[src/rtl/fwd_pkg.sv]
package fwd_pkg;

  typedef enum logic [1:0] {
    SEL_RF  = 2'b00,
    SEL_MWB = 2'b01,
    SEL_EXM = 2'b10,
    SEL_RSV = 2'b11
  } fwd_sel_e;

  // Priority resolution: newer producer first, older second, register file last.
  function automatic fwd_sel_e resolve_sel(input logic exm_hit, input logic mwb_hit);
    fwd_sel_e s;
    if (exm_hit)      s = SEL_EXM;
    else if (mwb_hit) s = SEL_MWB;
    else              s = SEL_RF;
    return s;
  endfunction

endpackage

[src/rtl/fwd_hit_detect.sv]
module fwd_hit_detect #(
  parameter int REG_AW = 5
) (
  input  logic              wen,
  input  logic [REG_AW-1:0] dst,
  input  logic [REG_AW-1:0] src,
  output logic              hit
);
  localparam logic [REG_AW-1:0] ZERO_REG = '0;

  function automatic logic producer_matches(input logic w,
                                            input logic [REG_AW-1:0] d,
                                            input logic [REG_AW-1:0] s);
    return w && (d != ZERO_REG) && (d == s);
  endfunction

  assign hit = producer_matches(wen, dst, src);
endmodule

[src/rtl/fwd_operand_mux.sv]
module fwd_operand_mux
  import fwd_pkg::*;
#(
  parameter int XLEN = 32
) (
  input  fwd_sel_e          sel,
  input  logic [XLEN-1:0]   rf_val,
  input  logic [XLEN-1:0]   exm_val,
  input  logic [XLEN-1:0]   mwb_val,
  output logic [XLEN-1:0]   out_val
);
  always_comb begin
    unique case (sel)
      SEL_EXM: out_val = exm_val;
      SEL_MWB: out_val = mwb_val;
      default: out_val = rf_val;   // SEL_RF and the unused code
    endcase
  end
endmodule

[src/rtl/fwd_lane.sv]
module fwd_lane
  import fwd_pkg::*;
#(
  parameter int XLEN   = 32,
  parameter int REG_AW = 5
) (
  input  logic [REG_AW-1:0] src,
  input  logic [XLEN-1:0]   rf_val,
  input  logic              exm_wen,
  input  logic [REG_AW-1:0] exm_dst,
  input  logic [XLEN-1:0]   exm_val,
  input  logic              mwb_wen,
  input  logic [REG_AW-1:0] mwb_dst,
  input  logic [XLEN-1:0]   mwb_val,
  output fwd_sel_e          sel,
  output logic [XLEN-1:0]   out_val
);
  logic exm_hit;
  logic mwb_hit;

  fwd_hit_detect #(.REG_AW(REG_AW)) i_exm_hit (
    .wen(exm_wen), .dst(exm_dst), .src(src), .hit(exm_hit)
  );

  fwd_hit_detect #(.REG_AW(REG_AW)) i_mwb_hit (
    .wen(mwb_wen), .dst(mwb_dst), .src(src), .hit(mwb_hit)
  );

  assign sel = resolve_sel(exm_hit, mwb_hit);

  fwd_operand_mux #(.XLEN(XLEN)) i_mux (
    .sel(sel), .rf_val(rf_val), .exm_val(exm_val), .mwb_val(mwb_val), .out_val(out_val)
  );
endmodule

[src/rtl/fwd_unit.sv]
module fwd_unit
  import fwd_pkg::*;
#(
  parameter int XLEN   = 32,
  parameter int REG_AW = 5
) (
  input  logic [REG_AW-1:0] src_a_idx,
  input  logic [REG_AW-1:0] src_b_idx,
  input  logic [XLEN-1:0]   rf_a_val,
  input  logic [XLEN-1:0]   rf_b_val,
  input  logic              exm_wen,
  input  logic [REG_AW-1:0] exm_dst,
  input  logic [XLEN-1:0]   exm_val,
  input  logic              mwb_wen,
  input  logic [REG_AW-1:0] mwb_dst,
  input  logic [XLEN-1:0]   mwb_val,
  output logic [1:0]        sel_a,
  output logic [1:0]        sel_b,
  output logic [XLEN-1:0]   opnd_a,
  output logic [XLEN-1:0]   opnd_b
);
  localparam int NUM_OPND = 2;

  logic [REG_AW-1:0] lane_src [NUM_OPND];
  logic [XLEN-1:0]   lane_rf  [NUM_OPND];
  logic [XLEN-1:0]   lane_out [NUM_OPND];
  fwd_sel_e          lane_sel [NUM_OPND];

  assign lane_src[0] = src_a_idx;
  assign lane_src[1] = src_b_idx;
  assign lane_rf[0]  = rf_a_val;
  assign lane_rf[1]  = rf_b_val;

  for (genvar g = 0; g < NUM_OPND; g++) begin : g_lane
    fwd_lane #(.XLEN(XLEN), .REG_AW(REG_AW)) i_lane (
      .src(lane_src[g]), .rf_val(lane_rf[g]),
      .exm_wen(exm_wen), .exm_dst(exm_dst), .exm_val(exm_val),
      .mwb_wen(mwb_wen), .mwb_dst(mwb_dst), .mwb_val(mwb_val),
      .sel(lane_sel[g]), .out_val(lane_out[g])
    );
  end

  assign sel_a  = lane_sel[0];
  assign sel_b  = lane_sel[1];
  assign opnd_a = lane_out[0];
  assign opnd_b = lane_out[1];
endmodule

[config.mk]
export PLATFORM = sky130hd
export DESIGN_NAME = fwd_unit
export DESIGN_NICKNAME = d
export VERILOG_FILES = /design/src/rtl/fwd_pkg.sv /design/src/rtl/fwd_hit_detect.sv /design/src/rtl/fwd_operand_mux.sv /design/src/rtl/fwd_lane.sv /design/src/rtl/fwd_unit.sv
export SDC_FILE = /design/constraint.sdc
export NUM_CORES = 1
export LEC_CHECK = 0
export ABC_AREA = 1
export BUFFER_PORTS_ARGS = -buffer_cell sky130_fd_sc_hd__buf_2
export CORE_AREA = 2 2 86 88
export DETAILED_ROUTE_END_ITERATION = 8
export DIE_AREA = 0 0 88 90
export GPL_TIMING_DRIVEN = 0
export PLACE_DENSITY = 0.73
export SYNTH_ARGS = -nofsm -noshare
export SYNTH_HDL_FRONTEND = slang
export SYNTH_HIERARCHICAL = 1
export SYNTH_SLANG_ARGS = --single-unit
[constraint.sdc]
create_clock -name vclk -period 5.3
set_input_delay 1.06 -clock vclk [all_inputs]
set_output_delay 1.06 -clock vclk [all_outputs]
set_load 0.1 [all_outputs]
==> summary.md, run 1 <==
| Metric | Value |
|---|---|
| RSZ-0062 raised after global routing | `false` |
| Die area | `7920 um2` |
| Synthesized area | `2260 um2` |
| Setup CP Type | `primary input to output port` |
| Worst Path Required | `4.24 ns` |
| Placer Congestion | `0.891` |
| DR vias/cell | `4.41` |
| Yosys cell types | `12` |
| Peak VDD IR | `0.0766 mV` |
| Gr ovfl total | `0` |
| CP most frequent cell | `nand2_1` |
| Met2 Usage GRT | `42.4%` |
| ANT nets after route | `0` |
| CTS Hold Bufs | `0` |
| Synth Warn # | `6` |
| Number of diodes | `0` |
| Largest stage delay on the critical path | `0.42 ns` |
| Clock buf count | `0` |
| Vias in the first global route | `3269` |
| Power per cell area | `136 nW/um2` |
| Crit path max-delay family | `buffers and inverters` |
| Slowest stage cell, crit path | `buf_2` |
| Chip width | `88 um` |
| Layout cells sized above 1 | `33.4%` |
| Min Tclk post-route | `4.30 ns` |
| Final WL | `9.03 mm` |
| Post-CTS Setup Bufs | `0` |
| DP Cell Count | `859` |
| Post-Synthesis Cells | `542` |
| Fin. Hold Viols | `0` |
| Crit path max fanout | `10` |
| Crit path DAT | `3.24 ns` |
| Starting Density | `32.2%` |
| Flip-flop and latch count | `0` |
| Slew Limit Headroom | `66.5%` |
| 1st-iter DRT viols | `107` |
| Detailed Routing Iterations Pass 1 | `4` |
| TNS Setup | `0 ns` |
| Setup violators final | `0` |
| Vert. Die Dim | `90 um` |
| Crit path buf inv count | `8` |
| HPWL after detailed placement | `7.47 mm` |
| Initial antenna violation count | `0` |
| Seq. cell area | `0 um2` |
| Crit path capture type | `output port` |
| Drt wl/cell | `10.5 um` |
| Site row count | `31` |
| Final nets | `916` |
| Fmax | `233 MHz` |
| I/O Buffers | `218` |
| Met3 Use GR | `1.93%` |
| MaxCap Viol Count | `0` |
| Static Leak | `2.49 nW` |
| CP Launch Type | `primary input` |
| Drt drc | `0` |
| Pwr Total | `0.000473 W` |
| Fin util | `49.5%` |
| GR Util met1 | `24.1%` |
| Post-CTS sizing | `0` |
| Hold Path Class | `primary input to output port` |
| Core footprint | `7020 um2` |
| Slew @ Worst Pin | `0.506 ns` |
| Vias after detailed routing | `3785` |
| Worst-path cell chain | `buf_2 -> inv_1 -> nand2_1 -> nand2_1 -> nor2_1 -> nand3_1 -> nor2_1 -> inv_1 -> nor2_2 -> inv_1 -> ha_1 -> buf_2 -> inv_2 -> buf_6 -> nand2_1 -> nand2_1 -> buf_2` |
| Slew Limit Fails | `0` |
| Largest net degree at the start of global routing | `11` |
| Final non-filler cell total | `859` |
| Sequential element share of the synthesized area | `0%` |
| Syn-to-layout area delta | `53.8%` |
| First-pass GRT wire length | `13.9 mm` |
| Crit share post-route | `81.1%` |
| Net count after synthesis | `696` |
| Total Routing Usage GR | `21.0%` |
| Status | `completed` |
| IO Pins | `218` |
| Grt peak-use layer | `met2` |
| Syn_area_per_cell | `4.16 um2` |
## where the power goes
group          switching [W]  leakage (nW)  internal [W]  total, W
logic               0.000371          2.49      0.000103  0.000473
clock network              0             0             0         0
registers                  0             0             0         0
total               0.000371          2.49      0.000103  0.000473
## cell usage after synthesis, drive strengths merged
cell type	n	area (um2)
nand3	8	40.0
nor2	18	82.6
buf	28	258
o21ai	4	20.0
a21oi	4	20.0
ha	4	50.1
nand2	432	1620
inv	44	165
## path summary, 6_finish.rpt
kind / to / cells after the start / from
setup / recovery: opnd_b[8] / 17 / mwb_dst[0]
hold / removal: opnd_a[28] / 4 / rf_a_val[28]
## logic make-up (layout without fill, tap and decap cells)
family	count (synthesis)	after routing	share of synthesized area, %
fa+ha+maj	4	4	2.22
buf+inv	72	290	18.7
compound gates	8	8	1.77
simple gates	458	458	77.3
## worst min-delay path, cell delays in order
cell     delay [ns]
buf_2          0.10
nand2_1        0.04
nand2_1        0.04
buf_2          0.28
## cell usage in the layout (no fill, tap or decap), drive strengths merged
cell / count
nand2: 432
ha: 4
inv: 44
buf: 246
nor2: 18
a21oi: 4
nand3: 8
o21ai: 4
## cell type report
class | instances | area (um2)
buffer | 28 | 258
inverter | 44 | 165
fill | 799 | 3550
tap | 99 | 124
multi-input combinational | 470 | 1830
timing repair buffer | 218 | 1090
## routing by layer
metal	wire length, um	vias to the layer above
met5	0	-
met4	24	0
met3	662	2
met2	4640	151
met1	3700	1620
li1	-	2012
## stage by stage
stage	instance area, um2	hold WS, ns	setup WS, ns
after floorplan	2260	2.51	0.492
after detailed placement	3470	2.58	0.991
after global routing	3470	2.60	0.783
final	3470	2.58	1.00
after global placement	3470	2.58	0.988
after CTS	3470	2.59	0.977
No activity file was read; power rests on OpenSTA's default activity.
==> inputs of run 2 (changes only) <==
Settings changed: CORE_AREA 2 2 86 88 to 2 2 84 86, DIE_AREA 0 0 88 90 to 0 0 86 88, PLACE_DENSITY 0.73 to 0.76.
Clock period 5.3 ns to 4 ns, I/O delays scaled along.
==> run 2 against run 1 <==
Net effect: die area is 4.4% lower; flip-flop and latch count did not move; final cell count fell by 2.2%; clock-buffer cell count did not move; global-route usage increased by 0.80 points; core utilization rose by 2.6 points; routed wire length is 0.28% lower; non-clock buffer count is the same; sequential share of layout area is the same; critical endpoint is now opnd_a[10]; largest cell class unchanged; largest power group unchanged; highest routed layer unchanged.
==> summary.md, run 2 (synthesis gave the netlist of run 1 again) <==
| Metric | Value |
|---|---|
| Hold Path Class | `primary input to output port` |
| Sequential power share | `0% (unchanged)` |
| Crit path buf inv count | `7 (-1)` |
| ANT nets after route | `0 (unchanged)` |
| Slew @ Worst Pin | `0.496 ns (-0.0101 ns)` |
| TNS Setup | `0 ns (unchanged)` |
| Vert. Die Dim | `88 um (-2.2%)` |
| Placer Congestion | `0.873 (-2.1%)` |
| Clock buf count | `0 (unchanged)` |
| Vias after detailed routing | `3806 (+0.55%)` |
| Slowest stage cell, crit path | `buf_2` |
| Power per cell area | `182 nW/um2 (+33%)` |
| Slew Limit Headroom | `67.2% (+0.67 points)` |
| Final hold slack | `2.06 ns (-0.525 ns)` |
| Starting Density | `34.0% (+1.8 points)` |
| Crit path max fanout | `10 (unchanged)` |
| Worst-path cell chain | `buf_2 -> inv_1 -> nand2_1 -> nand2_1 -> nor2_1 -> nand3_1 -> nor2_1 -> nor2_4 -> inv_1 -> ha_1 -> buf_2 -> inv_2 -> buf_6 -> nand2_1 -> nand2_1 -> buf_2` |
| Largest net degree at the start of global routing | `11 (unchanged)` |
| Detailed Routing Iterations Pass 1 | `4 (unchanged)` |
| 1st-iter DRT viols | `124 (+16%)` |
| Largest stage delay on the critical path | `0.43 ns (about the same)` |
| Commonest non-fill, non-tap cell in the layout | `nand2_1` |
| Worst Hold End | `opnd_b[28]` |
| Total Routing Usage GR | `21.8% (+0.80 points)` |
| Syn-to-layout area delta | `53.2%` |
| CTS Hold Bufs | `0 (unchanged)` |
| Commonest non-fill, non-tap cells in the layout | `432 x nand2_1, 226 x buf_2, 42 x inv_1` |
| Internal Pwr Total | `0.000136 W (+33%)` |
| Setup violators final | `0 (unchanged)` |
| RSZ-0062 raised after global routing | `false` |
| Fin. Hold Viols | `0 (unchanged)` |
| Worst Path Required | `3.20 ns (-1.04 ns)` |
| IO Pins | `218 (unchanged)` |
| Fmax | `264 MHz` |
| Combinational power share | `100.0% (about the same)` |
| Number of diodes | `0 (unchanged)` |
| HPWL after detailed placement | `7.44 mm (-0.34%)` |
| Crit share post-route | `94.9%` |
| Vias in the first global route | `3251 (-0.55%)` |
| Site row count | `30 (-3.2%)` |
| Clk pwr share | `0% (unchanged)` |
| Post-CTS sizing | `0 (unchanged)` |
| Worst Hold Depth | `4 (unchanged)` |
| Chip width | `86 um (-2.3%)` |
| Critical Path Stages | `16 (-1)` |
| Final WL | `9.00 mm (-0.28%)` |
| CP most frequent cell | `nand2_1` |
| Slew Limit Fails | `0 (unchanged)` |
| Crit path max-delay family | `buffers and inverters` |
| Crit path DAT | `2.99 ns (-0.25 ns)` |
| Die area | `7570 um2 (-4.4%)` |
| Drt wl/cell | `10.7 um (+2.0%)` |
| Core footprint | `6640 um2 (-5.4%)` |
| Post-CTS Setup Bufs | `0 (unchanged)` |
| Flip-flop and latch count | `0 (unchanged)` |
| Crit path capture type | `output port` |
| Static Leak | `2.49 nW (about the same)` |
| Drt drc | `0 (unchanged)` |
| Fin util | `52.1% (+2.6 points)` |
| Final nets | `916 (unchanged)` |
| Switch share | `78.3% (about the same)` |
| Hold_sp | `rf_b_val[28]` |
| Initial antenna violation count | `0 (unchanged)` |
| Seq. cell area | `0 um2 (unchanged)` |
| Min Tclk post-route | `3.79 ns` |
| Net switching power | `0.000492 W (+33%)` |
| I/O Buffers | `218 (unchanged)` |
| Layout cells sized above 1 | `33.4% (unchanged)` |
| Peak VDD IR | `0.0871 mV (+14%)` |
| Setup CP Type | `primary input to output port` |
| MaxCap Viol Count | `0 (unchanged)` |
| First-pass GRT wire length | `14.0 mm (+0.50%)` |
| DR vias/cell | `4.53 (+2.8%)` |
| CP startpoint | `exm_dst[0]` |
| Status | `completed` |
| Gr ovfl total | `0 (unchanged)` |
| CP Launch Type | `primary input` |
## run 2: cell counts in the layout (fill, tap and decap cells not counted)
Identical to the previous run, type by type.
## run 2: worst min-delay path, cell delays in order
cell and delay (ns):
buf_2 0.09, nand2_1 0.04, nand2_1 0.04, buf_2 0.28
## run 2: final cells by class
type,count,area [um2]
Timing Repair Buffer,218,1090
Tap cell,80,100
Buffer,28,258
Inverter,44,165
Fill cell,725,3190
Multi-Input combinational cell,470,1840
## run 2: worst max-delay path by stage
stage | to | slack (ns)
2_1_floorplan | opnd_a[0] | 0.05
3_3_place_gp | opnd_a[10] | 0.23
3_5_place_dp | opnd_a[10] | 0.20
4_1_cts | opnd_a[10] | 0.19
5_1_grt | opnd_a[10] | 0.005
6_report | opnd_a[10] | 0.21
## run 2: metrics by stage
step | instance area (um2) | std cells | worst slack (ns) | total power (W)
after detailed placement | 3460 | 840 | 0.202 | 0.000628
final | 3460 | 840 | 0.205 | 0.000628
after global placement | 3460 | 840 | 0.230 | 0.000623
after global routing | 3460 | 840 | 0.00495 | 0.000662
after floorplan | 2270 | 542 | 0.0454 | 0.000472
after CTS | 3460 | 840 | 0.194 | 0.000629
## run 2: per-layer routing
metal	vias to the layer above	global-route usage (%)	wire, um
met4	0	3.32	93
li1	2016	-	-
met3	10	1.41	632
met1	1622	27.9	3780
met5	-	0	0
met2	158	40.7	4500
## run 2: power by group through the flow
stage	clock network [W]	registers [W]	logic [W]
after floorplan	0	0	0.000472
after global placement	0	0	0.000623
after detailed placement	0	0	0.000628
after CTS	0	0	0.000629
after global routing	0	0	0.000662
final	0	0	0.000628
==> inputs of run 3 (changes only) <==
Settings changed: REMOVE_ABC_BUFFERS set to 1.
==> run 3 against run 2 <==
Net effect: worst hold slack lost 0.0024 ns; critical path depth shrank 2; non-clock buffer count shrank 28; clock-buffer cell count is the same; sequential share of layout area is the same; highest routed layer unchanged; die area is the same; first-iteration DRC count grew 10%; total power grew 0.90%; worst setup slack lost 0.0080 ns; critical path type unchanged; cell area shrank 3.4%; largest power group unchanged; flip-flop and latch count is the same; combinational power grew 0.8%.
==> summary.md, run 3 (synthesis gave the netlist of run 1 again) <==
| Metric | Value |
|---|---|
| Status | `completed` |
| Fmax | `263 MHz (-0.21%)` |
| TNS Setup | `0 ns (unchanged)` |
| Detailed Routing Iterations Pass 1 | `4 (unchanged)` |
| 1st-iter DRT viols | `137 (+10%)` |
| Placed inst area | `3190 um2 (-7.7%)` |
| Starting Density | `34.0% (unchanged)` |
| Seq. cell area | `0 um2 (unchanged)` |
| Fin. Hold Viols | `0 (unchanged)` |
| RSZ-0062 raised after global routing | `false` |
| Initial antenna violation count | `0 (unchanged)` |
| Crit path DAT | `3.00 ns (about the same)` |
| Commonest non-fill, non-tap cell in the layout | `nand2_1` |
| Chip width | `86 um (unchanged)` |
| Total Routing Usage GR | `21.6% (-0.23 points)` |
| Slew @ Worst Pin | `0.691 ns (+0.195 ns)` |
| DP Cell Count | `812 (-3.3%)` |
| Slew Limit Fails | `0 (unchanged)` |
| Final nets | `888 (-3.1%)` |
| Final instance area | `3340 um2 (-3.4%)` |
| IO Pins | `218 (unchanged)` |
| Worst Path Required | `3.20 ns (about the same)` |
| CP Launch Type | `primary input` |
| ANT nets after route | `0 (unchanged)` |
| Largest net degree at the start of global routing | `34 (+23)` |
| Die area | `7570 um2 (unchanged)` |
| First-pass GRT wire length | `13.6 mm (-3.0%)` |
| Drt drc | `0 (unchanged)` |
| Hold Path Class | `primary input to output port` |
| Post-CTS Setup Bufs | `0 (unchanged)` |
| I/O Buffers | `218 (unchanged)` |
| Vias in the first global route | `2972 (-8.6%)` |
| Drt wl/cell | `11.2 um (+4.1%)` |
| Final WL | `9.06 mm (+0.63%)` |
| Vert. Die Dim | `88 um (unchanged)` |
| Static Leak | `2.38 nW (-4.7%)` |
| Placer Congestion | `0.892 (+2.2%)` |
| Layout cells sized above 1 | `31.4% (-2.0 points)` |
| Syn-to-layout area delta | `48.0%` |
| DR vias/cell | `4.49 (-0.87%)` |
| Number of diodes | `0 (unchanged)` |
| MaxCap Viol Count | `0 (unchanged)` |
| Setup violators final | `0 (unchanged)` |
| HPWL after detailed placement | `6.78 mm (-8.9%)` |
| Power per cell area | `190 nW/um2 (+4.4%)` |
| Setup CP Type | `primary input to output port` |
| Pwr Total | `0.000633 W (+0.90%)` |
| Final non-filler cell total | `812 (-3.3%)` |
| Crit share post-route | `95.1% (+0.20 points)` |
| Area of the multi-input gates | `1860 um2 (+1.1%)` |
| Clock buf count | `0 (unchanged)` |
| Core footprint | `6640 um2 (unchanged)` |
| Gr ovfl total | `0 (unchanged)` |
| Site row count | `30 (unchanged)` |
| Vias after detailed routing | `3647 (-4.2%)` |
| Peak VDD IR | `0.131 mV (+50%)` |
| Min Tclk post-route | `3.80 ns (+0.00801 ns)` |
| Commonest non-fill, non-tap cells in the layout | `432 x nand2_1, 173 x buf_2, 45 x clkbuf_4` |
| Crit path max fanout | `33 (+23)` |
| Slew Limit Headroom | `54.0% (-13 points)` |
| Crit path capture type | `output port` |
| Flip-flop and latch count | `0 (unchanged)` |
| Filler instances | `737 (+1.7%)` |
run 3: cell type report:
type	count	area share, %
multi-input cells	470	55.8
repair buffers	218	36.0
inverters	44	5.17
well taps	80	3.00
run 3: timing repair:
item                                    4_1_cts  5_1_grt
endpoints found under the setup margin       64       64
resized for setup                             8       46
hold buffers                                  0        0
run 3: power by group:
group          internal (W)  switching, W  total [W]
clock network             0             0          0
logic              0.000143      0.000491   0.000633
registers                 0             0          0
run 3: stage by stage:
stage | utilization (%) | setup slack [ns] | hold slack, ns
global route | 50.3 | 0.000377 | 2.07
floorplan | - | -1.74 | 1.99
CTS | 48.4 | 0.0384 | 2.07
global placement | 48.0 | -0.708 | 2.07
detailed placement | 48.0 | -0.731 | 2.07
finish | 50.3 | 0.197 | 2.06
run 3: final timing paths:
kind / start / end / slack (ns) / depth (start not counted)
hold / removal: rf_a_val[28] / opnd_a[28] / 2.06 / 4
setup / recovery: exm_dst[0] / opnd_b[7] / 0.20 / 14
run 3: critical path, stage by stage:
cell and delay, ns:
buf_2 0.11, inv_1 0.06, nand2_1 0.05, nand2_1 0.04, nor2_1 0.11, nand3_1 0.08
nor2_1 0.31, nor2_2 0.10, inv_1 0.11, ha_4 0.34, inv_6 0.29, nand2_1 0.09
nand2_1 0.06, buf_2 0.42
run 3: routing by layer:
metal,part of all wire [%],GRT usage [%]
met1,42,26.4
met2,49,41.4
met3,8.6,2.45
met4,0.73,2.31
met5,0,0
